**src/rtl/wdt_pkg.sv**
```systemverilog
package wdt_pkg;
    typedef enum logic [1:0] {ST_BOOT, ST_WAIT, ST_RUN} run_st_t;
    typedef enum logic {KEY_IDLE, KEY_ARMED} key_st_t;
    localparam logic [7:0] KEY_ARM  = 8'h00;
    localparam logic [7:0] KEY_FIRE = 8'hFF;
    localparam logic SEL_REFRESH = 1'b0;
    localparam logic SEL_START   = 1'b1;
endpackage

```
**src/rtl/wdt_prescaler.sv**
```systemverilog
module wdt_prescaler #(
    parameter int DIV_LO = 16,
    parameter int DIV_HI = 128
) (
    input  logic clk,
    input  logic rst_n,
    input  logic en,
    input  logic div_sel,
    output logic tick
);
    localparam int PW = (DIV_HI > DIV_LO) ? $clog2(DIV_HI) : $clog2(DIV_LO);

    logic [PW-1:0] pre_q;
    logic [PW-1:0] limit;

    assign limit = div_sel ? PW'(DIV_HI - 1) : PW'(DIV_LO - 1);
    assign tick  = en && (pre_q >= limit);

    // cleared only by device reset, never by refresh
    always_ff @(posedge clk or negedge rst_n) begin
        if (!rst_n)  pre_q <= '0;
        else if (en) pre_q <= tick ? '0 : pre_q + 1'b1;
    end


    pre_hold_chk: assert property (@(posedge clk) disable iff (!rst_n)
        !en |=> $stable(pre_q));
endmodule

```
**src/rtl/wdt_key.sv**
```systemverilog
module wdt_key
    import wdt_pkg::*;
(
    input  logic       clk,
    input  logic       rst_n,
    input  logic       wr_en,
    input  logic       wr_sel,
    input  logic [7:0] wr_data,
    output logic       refresh
);
    key_st_t st_q, st_d;
    logic    ref_wr;

    assign ref_wr  = wr_en && (wr_sel == SEL_REFRESH);
    assign refresh = ref_wr && (st_q == KEY_ARMED) && (wr_data == KEY_FIRE);

    always_ff @(posedge clk or negedge rst_n) begin
        if (!rst_n) st_q <= KEY_IDLE;
        else        st_q <= st_d;
    end

    always_comb begin
        st_d = st_q;
        unique case (st_q)
            KEY_IDLE:  if (ref_wr && wr_data == KEY_ARM) st_d = KEY_ARMED;
            KEY_ARMED: if (ref_wr) st_d = (wr_data == KEY_ARM) ? KEY_ARMED : KEY_IDLE;
            default:   st_d = KEY_IDLE;
        endcase
    end


    key_disarm_chk: assert property (@(posedge clk) disable iff (!rst_n)
        refresh |=> st_q == KEY_IDLE);
endmodule

```
**src/rtl/wdt_counter.sv**
```systemverilog
module wdt_counter #(
    parameter int CNT_W = 15
) (
    input  logic             clk,
    input  logic             rst_n,
    input  logic             tick,
    input  logic             refresh,
    output logic [CNT_W-1:0] cnt,
    output logic             uf
);
    localparam logic [CNT_W-1:0] FULL = {CNT_W{1'b1}};

    assign uf = tick && (cnt == '0) && !refresh;

    always_ff @(posedge clk or negedge rst_n) begin
        if (!rst_n)              cnt <= FULL;
        else if (refresh || uf)  cnt <= FULL;
        else if (tick)           cnt <= cnt - 1'b1;
    end


    reload_full_chk: assert property (@(posedge clk) disable iff (!rst_n)
        refresh |=> cnt == FULL);

    step_one_chk: assert property (@(posedge clk) disable iff (!rst_n)
        (tick && !refresh && cnt != '0) |=> cnt == $past(cnt) - 1'b1);
endmodule

```
**src/rtl/wdt_keyed_watchdog.sv**
```systemverilog
module wdt_keyed_watchdog
    import wdt_pkg::*;
#(
    parameter int CNT_W  = 15,
    parameter int DIV_LO = 16,
    parameter int DIV_HI = 128
) (
    input  logic             clk,
    input  logic             por_n,
    input  logic             rst_n,
    input  logic             strap_hold,
    input  logic             div_sel,
    input  logic             act_rst,
    input  logic             lp_hold,
    input  logic             wr_en,
    input  logic             wr_sel,
    input  logic [7:0]       wr_data,
    output logic [CNT_W-1:0] count_o,
    output logic             irq_o,
    output logic             rst_req_o,
    output logic             wdt_flag_o
);
    run_st_t st_q, st_d;
    logic    strap_q;
    logic    en, tick, refresh, uf;
    logic    pend_q, rst_seen_q;

    // strap captured only while device reset is applied
    always_ff @(posedge clk) begin
        if (!rst_n) strap_q <= strap_hold;
    end

    always_ff @(posedge clk or negedge rst_n) begin
        if (!rst_n) st_q <= ST_BOOT;
        else        st_q <= st_d;
    end

    always_comb begin
        st_d = st_q;
        unique case (st_q)
            ST_BOOT: st_d = strap_q ? ST_WAIT : ST_RUN;
            ST_WAIT: if (wr_en && wr_sel == SEL_START) st_d = ST_RUN;
            ST_RUN:  st_d = ST_RUN;
            default: st_d = ST_BOOT;
        endcase
    end

    assign en = (st_q == ST_RUN) && !lp_hold;

    wdt_prescaler #(.DIV_LO(DIV_LO), .DIV_HI(DIV_HI)) u_pre (
        .clk(clk), .rst_n(rst_n), .en(en), .div_sel(div_sel), .tick(tick)
    );

    wdt_key u_key (
        .clk(clk), .rst_n(rst_n), .wr_en(wr_en), .wr_sel(wr_sel),
        .wr_data(wr_data), .refresh(refresh)
    );

    wdt_counter #(.CNT_W(CNT_W)) u_cnt (
        .clk(clk), .rst_n(rst_n), .tick(tick), .refresh(refresh),
        .cnt(count_o), .uf(uf)
    );

    always_ff @(posedge clk or negedge rst_n) begin
        if (!rst_n) begin
            irq_o     <= 1'b0;
            rst_req_o <= 1'b0;
        end else begin
            irq_o     <= uf && !act_rst;
            rst_req_o <= uf && act_rst;
        end
    end

    // reset cause, kept across device reset
    always_ff @(posedge clk or negedge por_n) begin
        if (!por_n) begin
            pend_q     <= 1'b0;
            wdt_flag_o <= 1'b0;
            rst_seen_q <= 1'b0;
        end else begin
            rst_seen_q <= rst_n;
            if (!rst_n && rst_seen_q) begin
                wdt_flag_o <= pend_q;
                pend_q     <= 1'b0;
            end else if (rst_req_o) begin
                pend_q <= 1'b1;
            end
        end
    end


    one_action_chk: assert property (@(posedge clk) disable iff (!rst_n)
        !(irq_o && rst_req_o));

    irq_pulse_chk: assert property (@(posedge clk) disable iff (!rst_n)
        irq_o |=> !irq_o);

    no_stop_chk: assert property (@(posedge clk) disable iff (!rst_n)
        st_q == ST_RUN |=> st_q == ST_RUN);

    freeze_chk: assert property (@(posedge clk) disable iff (!rst_n)
        (lp_hold && !refresh) |=> $stable(count_o));
endmodule

```
**config.mk**
```make
export PLATFORM = sky130hd
export DESIGN_NAME = wdt_keyed_watchdog
export DESIGN_NICKNAME = d
export VERILOG_FILES = /design/src/rtl/wdt_pkg.sv /design/src/rtl/wdt_prescaler.sv /design/src/rtl/wdt_key.sv /design/src/rtl/wdt_counter.sv /design/src/rtl/wdt_keyed_watchdog.sv
export SDC_FILE = /design/constraint.sdc
export NUM_CORES = 1
export LEC_CHECK = 0
export ABC_AREA = 1
export BUFFER_PORTS_ARGS = -buffer_cell sky130_fd_sc_hd__buf_2
export CAP_MARGIN = 20
export CORE_UTILIZATION = 56
export DETAILED_ROUTE_END_ITERATION = 10
export PLACE_DENSITY_LB_ADDON = 0.25
export SKIP_CTS_REPAIR_TIMING = 1
export SLEW_MARGIN = 20
export SYNTH_ARGS = -nofsm -noshare
export SYNTH_HDL_FRONTEND = slang
export SYNTH_SLANG_ARGS = --single-unit
```
**constraint.sdc**
```tcl
create_clock -name clk -period 2.1 [get_ports clk]
set_input_delay 0.63 -clock clk [delete_from_list [all_inputs] [get_ports clk]]
set_output_delay 0.63 -clock clk [all_outputs]
set_load 0.01 [all_outputs]
```
**Word level (Yosys, flattened, before mapping)**

Index checks and enable logic that the tools add are counted.

- Add/subtract/negate cells: 2
- $lt $le $gt $ge: 1
- Equality and inequality tests: 4
- Muxes and demuxes: 13
- Bitwise operators: 2
- Reduce and logical (&&, ||, !) cells: 22

Operator list:

| cell | count |
|---|---|
| $mux W15 | 2 |
| $logic_not A15 Y1 | 1 |
| $sub A15 B1 Y15 const B | 1 |
| $mux W7 | 2 |
| $logic_and A1 B1 Y1 | 12 |
| $eq A8 B8 Y1 const B | 1 |
| $logic_not A8 Y1 | 1 |
| $add A7 B1 Y7 const B | 1 |
| $ge A7 B7 Y1 | 1 |
| $pmux W2 S3 | 1 |
| $mux W1 | 5 |
| $logic_not A1 Y1 | 4 |
| $mux W2 | 2 |
| $reduce_bool A2 Y1 | 2 |
| $eq A2 B1 Y1 const B | 1 |
| $eq A2 B2 Y1 const B | 1 |
| $logic_not A2 Y1 | 1 |
| $ne A2 B2 Y1 const B | 1 |
| $not A1 Y1 | 2 |
| $pmux W1 S2 | 1 |
| $logic_or A1 B1 Y1 | 1 |

- Flip-flop bits (word level): 31
- Output and inout bits: 18
- Logic and storage cells: 54

**Logic depth before layout (Yosys ltp)**

Gate-level depths: netlist (run 1).

- Depth after elaboration: 8
- Gate-level depth with buffers: 12

**Modules after synthesis**

From an unflattened synthesis (run 1), not the netlist that was laid out.

- Cells, all modules: 250
- Area, all modules: 1891.8 µm²

Modules (own cells, without submodules):

| module | times used | cells an instance | area each (µm²) | seq. area each (µm²) |
|---|---|---|---|---|
| wdt_counter | 1 | 127 | 947.2 | 394.1 |
| wdt_prescaler | 1 | 62 | 461.7 | 175.2 |
| wdt_keyed_watchdog | 1 | 40 | 371.6 | 205.2 |
| wdt_key | 1 | 21 | 111.4 | 25.0 |

**Least setup slack after synthesis (run 1)**

No wires, ideal clock.

- Path kind: input to register
- Start: in div_sel
- End: reg u_cnt.cnt[14]
- Library setup time: 0.081 ns
- Data arrival time: 1.783 ns
- Setup slack: 0.236 ns
- Cell stages on the path: 11
- Cells stage by stage: inv_1 -> ha_1 -> nand2_1 -> nand2_1 -> nor2_2 -> nand3_2 -> nand2_4 -> nand2_4 -> buf_4 -> nand3_1 -> nand3_2

- Word-level cells in the longest chain between the ends: 7
- Elaborated cells between the ends (all ways): 8
- Those cells by class: 1 x order compare; 2 x mux; 5 x reduce/logical

RTL lines:

| element | RTL line | source |
|---|---|---|
| start, declared | wdt_keyed_watchdog.sv:12 | `input logic div_sel,` |
| $mux W7 (*) | wdt_prescaler.sv:16 | `assign limit = div_sel ? PW'(DIV_HI - 1) : PW'(DIV_LO - 1);` |
| $ge A7 B7 Y1 (*) | wdt_prescaler.sv:17 | `assign tick = en && (pre_q >= limit);` |
| $logic_and A1 B1 Y1 (*) | wdt_prescaler.sv:17 |  |
| $logic_and A1 B1 Y1 (2 in a row) | wdt_counter.sv:13 | `assign uf = tick && (cnt == '0) && !refresh;` |
| $logic_or A1 B1 Y1 | wdt_counter.sv:17 | `else if (refresh \|\| uf) cnt <= FULL;` |
| $mux W15 / $reduce_bool A2 Y1 (equally long branches) | - |  |
| end signal, assigned | wdt_counter.sv:18 | `else if (tick) cnt <= cnt - 1'b1;` |
| end, declared | wdt_counter.sv:8 | `output logic [CNT_W-1:0] cnt,` |

Every way passes the cells marked *; elsewhere a longest branch is shown, timed or not.
A chain may end at the register's enable or synchronous reset.

**Final worst setup path (run 1)**

- Start: reg u_cnt.cnt[2]
- End: out count_o[2]

RTL lines:

| element | RTL line | source |
|---|---|---|
| end, declared | wdt_keyed_watchdog.sv:18 | `output logic [CNT_W-1:0] count_o,` |

No word-level cell between the ends.

==> flow_summary.yaml, run 1 <==
timing:
  tns_ns: 0
  hold_slack_ns: 0.0656
  slew_headroom: 0.765
  setup_ws_ns: 0.356
  max_freq_mhz: 574
  finClkSkew_ns: 0.00507
  slew_viol_final: 0
  period_share: 0.830
  rsz0062_at_grt: "false"
  tightest_slew_ns: 0.352
  finalSetupViolations: 0
  period_needed_ns: 1.74
  finalHoldViolCount: 0
critical_path:
  cp-end-kind: "output pin"
  cp_cell_sequence: "buf_2"
  cp_top_family: "flip-flops"
  crit_path_max_incr_delay_ns: 0.62
  start_kind: "register"
  slowest_stage: "dfstp_2"
  critical_path.max_fanout: 6
  crit_buf_inv: 1
  crit_required_ns: 1.47
  crit_type: "reg -> out"
  critPathArrivalTime_ns: 1.11
final_layout:
  nNetsFinal: 326
  drive_gt1_frac: 0.317
  final_common_cell: "nand2_1"
  area_delta_synth_final_pct: 15.7
  layout_common_cells: "nand2_1, inv_1, buf_2, nor2_1, nand3_1"
  antenna_cells: 0
  stdcell_count: 346
yosys:
  synth_top_area_cell: "dfstp_2"
  synth_mux_area_frac: 0.00549
  synth_top_area_share: 0.192
  avgSynthCellArea_sq_um: 7.95
  synth_area_sq_um: 2050
  netlist_instances: 258
  synth-xor-area-share: 0.0256
  synth_compound_area_frac: 0.0262
  synth-simple-area-share: 0.400
  synth_top_family_by_area: "simple AND/OR/NAND/NOR gates"
  netlist_top_cells_area: "dfstp_2, dfrtp_1, nand2_1"
  postSynthNetCount: 285
  ys_warn_count: 0
  synth-seq-cells: 31
  yosys.area_share.adder: 0.0610
  yosysUniqueCellTypes: 30
  ys_seq_area_frac: 0.390
global_route:
  grt_use_met1: 0.312
  grt_util_met3: 0.0529
  antenna_found_initial: 0
  grt-ovfl-total: 0
  grt.busiest_layer: "met2"
  gr-usage-all-layers: 0.230
  grt_max_degree: 29
  use_met2: 0.348
  grt_pass1_vias: 1577
  grt_pass1_wl_um: 6970
detailed_routing:
  drt_iter0_markers: 121
  drt_pass1_iterations: 4
  drt-total-wl_um: 3920
  antenna_left: 0
  drcViolationCount: 0
  post_drt_wl_per_cell_um: 11.3
  via_per_inst: 4.95
  route.vias.total: 1711
clocking:
  clockBufferDepth: 2
  clock_sinks: 31
  cts_tree: "done"
  cts_made_buffers: 5
  root_buffer: "clkbuf_4"
  clk_latency_ns: 0.34
  clk_pin_slew_ns: 0.10
  cts_max_level: 2
placed_design:
  dp.cells: 338
  place_congestion: 0.861
  dp_hpwl_um: 2980
  port-buffer-count: 34
  dpl_worst_slack_ns: 0.0124
status:
  status: "completed"
pwr:
  powerDensity_nw_per_um2: 1270
  leakagePower_nw: 1.29
  ir_drop_mv: 0.721
worst_hold_path:
  hold_class: "in -> async"
run:
  drv_cap: 0
die:
  die_h_um: 62.5
  die_w_um: 62.5
  rows: 21
  core_area_sq_um: 3420
  start_util: 0.600
  ios: 35
  die_area_sq_um: 3910
==> area by class of cell <==
type                            instances  area (sq um)
Sequential cell                        31           800
Clock inverter                          3          38.8
Timing Repair Buffer                   37           218
Tap cell                               46          57.6
Multi-Input combinational cell        182          1060
Fill cell                             286          1040
Clock buffer                            5          37.5
Inverter                               42           159
==> synthesized netlist by cell type <==
cell	instances
nor3b_1	1
xor2_1	4
nand4_1	3
nand3_2	13
edfxtp_1	1
inv_1	37
nor2_2	3
nor2_1	32
nor3_1	7
o22ai_1	2
ha_1	10
nand2_2	3
buf_4	1
xnor2_1	2
nand3_1	22
dfrtp_1	15
nor3_2	2
a22o_1	1
o21ai_0	3
nand4_4	1
nand2_1	61
clkinv_2	1
o21a_1	1
nand2_4	3
buf_6	2
a21oi_1	2
dfstp_2	15
mux2_2	1
nor2_4	5
inv_2	4
==> metrics by stage <==
stage	cell area (sq um)	power [mW]	util
floorplan	2050	2.20	-
global placement	2300	2.52	0.672
detailed placement	2300	2.55	0.672
CTS	2370	3.02	0.695
global route	2370	3.28	0.695
finish	2370	3.00	0.695
==> layer usage <==
| metal | routed length (um) | up-vias | part of all wire |
|---|---|---|---|
| li1 | - | 899 | - |
| met1 | 1910 | 761 | 0.49 |
| met4 | 68 | 0 | 0.017 |
| met2 | 1720 | 44 | 0.44 |
| met3 | 217 | 7 | 0.055 |
| met5 | 0 | - | 0 |
==> power by group <==
group,total (mW),leakage (nW),internal [mW],switching [mW]
combinational,1.44,0.886,0.552,0.887
clock,0.453,0.0426,0.245,0.208
sequential,1.11,0.359,0.887,0.222
==> state kept, by name, summed over array words and instances (netlist names), named ones only <==
register,cells
u_pre.pre_q,7
wdt_flag_o,1
u_cnt.cnt,15
rst_req_o,1
rst_seen_q,1
pend_q,1
st_q,2
irq_o,1
strap_q,1
==> worst paths after layout <==
| kind | from | to | slack [ns] | cells after the start |
|---|---|---|---|---|
| min reg2reg | u_cnt.cnt[10] | u_cnt.cnt[10] | 0.51 | 2 |
| max in group asynchronous | rst_n | u_cnt.cnt[6] | 1.47 | 2 |
| min in group clk | act_rst | irq_o | 0.45 | 2 |
| max reg2reg | u_pre.pre_q[6] | u_cnt.cnt[11] | 0.38 | 10 |
| max | u_cnt.cnt[2] | count_o[2] | 0.36 | 1 |
| min | por_n | pend_q | 0.07 | 1 |
==> cell families after synthesis <==
family | count (synthesis)
AO/OA/AOI/OAI | 9
XOR/XNOR | 6
adder cells (fa/ha/maj) | 10
buffers and inverters | 45
flip-flops | 31
multiplexers | 1
AND/OR/NAND/NOR | 156
Power figures use the tool's default switching activity.
==> inputs of run 2 (changes only) <==
clock period = 1.78 ns   (was 2.1 ns; I/O delays follow)
==> run 2 against run 1 <==
Net effect:
- die area stayed put
- largest cell class unchanged
- sequential power is 18% higher
- sequential cell count stayed put
- global-route usage is 0.76 points lower
- count of clock-buffer cells in the layout stayed put
- clock power is 12% lower
==> flow_summary.yaml, run 2 (synthesis results as in run 1) <==
status:
  status: "completed"
final_layout:
  antenna_cells: 0
  area_delta_synth_final_pct: 15.3
  top_regs: "u_cnt.cnt x15, u_pre.pre_q x7, st_q x2"
  regMostFlops: "u_cnt.cnt"
  final_common_cell: "nand2_1"
  design_area_sq_um: 2360
  largest_reg_flops: 15
  nNetsFinal: 328
  layout_common_cells: "nand2_1, inv_1, buf_2, nor2_1, nand3_1"
  drive_gt1_frac: 0.321
die:
  ios: 35
  rows: 21
  start_util: 0.600
  die_h_um: 62.5
  die_w_um: 62.5
  core_area_sq_um: 3420
  die_area_sq_um: 3910
timing:
  slew_headroom: 0.768
  setup_ws_ns: 0.121
  finClkSkew_ns: 0.00302
  period_needed_ns: 1.66
  tightest_slew_ns: 0.348
  tns_ns: 0
  slew_viol_final: 0
  finalSetupViolations: 0
  max_freq_mhz: 603
  period_share: 0.932
  rsz0062_at_grt: "true"
  finalHoldViolCount: 0
  hold_slack_ns: 0.222
detailed_routing:
  drt_pass1_iterations: 4
  via_per_inst: 4.91
  drt-total-wl_um: 3890
  drt_iter0_markers: 63
  post_drt_wl_per_cell_um: 11.2
  route.vias.total: 1709
  antenna_left: 0
  drcViolationCount: 0
pwr:
  ir_drop_mv: 0.793
  leakagePower_nw: 1.28
  powerDensity_nw_per_um2: 1450
placed_design:
  port-buffer-count: 34
  dp_hpwl_um: 3060
  place_congestion: 0.827
  dpl_worst_slack_ns: -0.190
  place_area_sq_um: 2290
run:
  drv_cap: 0
global_route:
  antenna_found_initial: 0
  gr-usage-all-layers: 0.222
  grt-ovfl-total: 0
  grt_pass1_vias: 1542
  grt_pass1_wl_um: 6680
  grt_max_degree: 29
clocking:
  clk_latency_ns: 0.34
  root_buffer: "clkbuf_4"
  clk_pin_slew_ns: 0.10
  clockBufferDepth: 2
  cts_max_level: 2
  cts_tree: "done"
  clock_sinks: 31
  cts_made_buffers: 5
worst_hold_path:
  hold_class: "in -> async"
critical_path:
  cp_top_family: "simple AND/OR/NAND/NOR gates"
  crit_required_ns: 2.05
  cp_cell_sequence: "ha_1 > nand2_1 > nor2_1 > nand2_1 > nand3_2 > nand2_4 > buf_4 > nor2_1 > o21ai_0"
  crit_type: "reg -> reg"
  crit_path_max_incr_delay_ns: 0.41
  start_kind: "register"
  crit_buf_inv: 1
  critical_path.max_fanout: 4
  slowest_stage: "dfrtp_1"
  cp-end-kind: "register"
  critPathArrivalTime_ns: 1.93
  rrSetupSlack_ns: 0.12
run 2: final timing paths:
check	start	to	cells after the start
setup / recovery	u_pre.pre_q[6]	u_cnt.cnt[0]	9
hold / removal	rst_n	async pin	2
setup reg to reg	u_pre.pre_q[6]	u_cnt.cnt[0]	9
hold reg to reg	pend_q	pend_q	1
max in group asynchronous	por_n	pend_q	2
min in group clk	act_rst	irq_o	2
run 2: metal layers:
metal,GRT usage,vias up,routed length (um)
met3,0.0456,5,127
li1,-,899,-
met4,0.105,0,64
met5,0,-,0
met2,0.336,26,1720
met1,0.304,779,1980
run 2: stage by stage:
stage | cells | power, mW | utilization
finish | 348 | 3.43 | 0.692
global route | 348 | 3.74 | 0.692
CTS | 347 | 3.44 | 0.686
detailed placement | 339 | 3.04 | 0.671
global placement | 339 | 2.98 | 0.671
floorplan | 258 | 2.60 | -
run 2: report_power, final:
part	internal, mW	total (mW)	leakage [nW]	switching, mW
clock network	0.147	0.397	0.0347	0.251
logic	0.667	1.72	0.890	1.05
registers	1.05	1.31	0.359	0.266
run 2: cell type report:
| type | count | area, sq um |
|---|---|---|
| flip-flops and latches | 31 | 800 |
| inverters | 42 | 160 |
| clock buffers | 5 | 37.5 |
| clock inverters | 3 | 15.0 |
| repair buffers | 39 | 223 |
| multi-input cells | 182 | 1070 |
| fillers | 304 | 1050 |
| well taps | 46 | 57.6 |
==> inputs of run 3 (changes only) <==
CORE_ASPECT_RATIO = 0.75   (was default)
CORE_UTILIZATION = 55   (was 56)
SYNTH_HIERARCHICAL = 1   (was default)
==> run 3 against run 2 <==
Net effect:
- the run now ends with setup timing left
- sequential power barely moved
- clock power rose by 70%
- sequential cell count unchanged
- highest routed layer unchanged
- routed wire length grew 8.7%
- register-to-register slack worse by 0.26 ns
- via count rose by 4.0%
- cell area grew 6.4%
- worst setup slack got worse by 0.27 ns
- sequential share of layout area down 2.0 points
==> flow_summary.yaml, run 3 <==
yosys:
  netlist_top_cells_area: "dfstp_2, dfrtp_1, nand2_1"
  synth_area_sq_um: 1890
  synth_top_area_share: 0.208
  yosysUniqueCellTypes: 25
  ys_seq_area_frac: 0.423
  ys.flop_type: "dfstp_2"
  postSynthNetCount: 277
  synthTopCellsByCount: "nand2_1, inv_1, nor2_1"
  avgSynthCellArea_sq_um: 7.57
  synthArstFlopShare: 0.968
  netlist_instances: 250
  synth_most_common_cell: "nand2_1"
  synth_edf_count: 1
  ys_warn_count: 6
  synth_top_area_cell: "dfstp_2"
  synth-seq-cells: 31
critical_path:
  crit_type: "in -> reg"
  crit_path_max_incr_delay_ns: 0.25
  cp-end-kind: "register"
  slowest_stage: "ha_4"
  critical_path.max_fanout: 15
  critPathArrivalTime_ns: 2.15
  crit_buf_inv: 5
  cp_cell_sequence: "clkbuf_4 > inv_12 > ha_4 > nand2_2 > nor2_4 > nand2_2 > a21oi_4 > buf_6 > nand2_2 > inv_1 > nand2_1 > nor2_2 > a21oi_4 > buf_12 > nand3_2"
  cp_top_family: "simple AND/OR/NAND/NOR gates"
  crit_required_ns: 2.01
  start_kind: "input pin"
  r2r-start: "u_pre/pre_q[6]"
  startpoint: "div_sel"
  timing.critical_path.mode_cell: "nand2_2"
global_route:
  grt_pass1_vias: 1499
  grt-ovfl-total: 0
  gr-usage-all-layers: 0.237
  antenna_found_initial: 0
  grt_pass1_wl_um: 6560
  grt_max_degree: 29
clocking:
  cts_max_level: 2
  clockBufferDepth: 2
  root_buffer: "clkbuf_8"
  clk_pin_slew_ns: 0.06
  cts_tree: "done"
  clock_sinks: 31
  cts_made_buffers: 5
  clk_latency_ns: 0.29
pwr:
  power.share.sequential: 0.354
  comb_power_share: 0.461
  p_clk_frac: 0.185
  leakagePower_nw: 1.34
  p_sw_mw: 1.49
  p_int_mw: 2.16
  powerDensity_nw_per_um2: 1450
  ir_drop_mv: 1.03
  switching_share: 0.409
timing:
  slew_viol_final: 0
  finalHoldViolCount: 0
  finalSetupViolations: 17
  slew_headroom: 0.765
  finClkSkew_ns: 0.00741
  setup_ws_ns: -0.146
  tightest_slew_ns: 0.353
  max_freq_mhz: 519
  tns_ns: -2.08
  rsz0062_at_grt: "true"
  period_needed_ns: 1.93
  period_share: 1.08
detailed_routing:
  antenna_left: 0
  drt_pass1_iterations: 4
  drt_iter0_markers: 99
  via_per_inst: 5.07
  drcViolationCount: 0
  post_drt_wl_per_cell_um: 12.0
  drt-total-wl_um: 4230
  route.vias.total: 1778
die:
  start_util: 0.575
  die_h_um: 52.8
  ios: 35
  core_area_sq_um: 3290
  rows: 18
  die_area_sq_um: 3680
  die_w_um: 69.7
final_layout:
  nNetsFinal: 337
  n_fill_cell: 227
  regMostFlops: "u_cnt/cnt"
  drive_gt1_frac: 0.363
  top_regs: "u_cnt/cnt x15, u_pre/pre_q x7, st_q x2"
  design_area_sq_um: 2510
  area_delta_synth_final_pct: 32.9
  final_common_cell: "nand2_1"
  antenna_cells: 0
  largest_reg_flops: 15
  layout_common_cells: "nand2_1, inv_1, nor2_1, buf_2, buf_4"
  stdcell_count: 351
status:
  violations: "setup timing"
  status: "finished with violations"
placed_design:
  place_area_sq_um: 2330
  dp.cells: 342
  dp_hpwl_um: 3060
  port-buffer-count: 34
  place_congestion: 0.833
run:
  drv_cap: 0
worst_hold_path:
  hold_class: "in -> async"
run 3: changes by cell type after synthesis, moves of 4 or more:
cell and change:
nor2_2 +4, nand3b_1 +5, nand2_1 +6, nor2_4 -4, nand3_1 +7, nor2_1 +5, nand3_2 -12, inv_2 -4
nor3_1 -7
run 3: metal layers:
metal  GRT usage  vias to the layer above  wire length (um)  part of all wire
met5           0                        -                 0                 0
met4       0.100                        0                63             0.015
met3      0.0577                        8               251             0.059
met2       0.353                       56              1850              0.44
met1       0.332                      811              2070              0.49
li1            -                      903                 -                 -
run 3: cell families (layout without fill, tap and decap cells):
| group | count (synthesis) | in the layout | synth area share |
|---|---|---|---|
| xor+xnor | 3 | 3 | 0.0139 |
| fa+ha+maj | 10 | 10 | 0.0661 |
| simple gates | 156 | 156 | 0.367 |
| flops | 31 | 31 | 0.423 |
| buf+inv | 40 | 101 | 0.0880 |
| mux | 1 | 1 | 0.00529 |
| compound gates | 9 | 9 | 0.0370 |
run 3: final cells by class:
class / count / area, sq um / share of cell area
clock inverter: 3 / 38.8 / 0.0154
clock buffer: 5 / 68.8 / 0.0274
timing repair buffer: 56 / 354 / 0.141
inverter: 37 / 151 / 0.0602
sequential: 31 / 800 / 0.318
multi-input combinational: 179 / 1050 / 0.418
tap: 40 / 50.0 / 0.0199
run 3: power by group through the flow:
stage / Sequential (mW) / Combinational (mW) / Clock [mW]
floorplan: 1.35 / 0.930 / 0
global placement: 1.29 / 1.52 / 0
detailed placement: 1.30 / 1.56 / 0
CTS: 1.29 / 1.58 / 0.688
global route: 1.33 / 1.90 / 0.716
finish: 1.29 / 1.68 / 0.676
run 3: path summary, 6_finish.rpt:
check                                     to  slack, ns  cells past startpoint
worst max-delay path            u_cnt/cnt[2]      -0.15                     15
worst min-delay path              wdt_flag_o       0.03                      1
worst max register to register  u_cnt/cnt[2]      -0.14                     13
worst min register to register    wdt_flag_o       0.47                      2
max in group asynchronous       u_cnt/cnt[7]       1.22                      2
min in group clk                     strap_q       0.42                      1
run 3: worst register-to-register path, stage by stage, from the launching register on:
cell and delay, ns:
dfrtp_1 0.42, ha_4 0.29, nand2_4 0.06, nor2_4 0.09, nand2_2 0.07, a21oi_4 0.17, buf_6 0.12, nand2_2 0.04
inv_1 0.05, nand2_1 0.05, nor2_2 0.18, a21oi_4 0.09, buf_12 0.16, nand3_2 0.07
run 3: through the flow:
stage / total power [mW] / setup WS (ns) / hold slack (ns) / utilization
floorplan: 2.28 / -0.262 / 0.238 / -
global placement: 2.81 / -0.422 / 0.331 / 0.709
detailed placement: 2.86 / -0.473 / 0.334 / 0.709
CTS: 3.55 / -0.187 / 0.0254 / 0.742
global route: 3.95 / -0.229 / 0.0188 / 0.764
finish: 3.65 / -0.146 / 0.0284 / 0.764
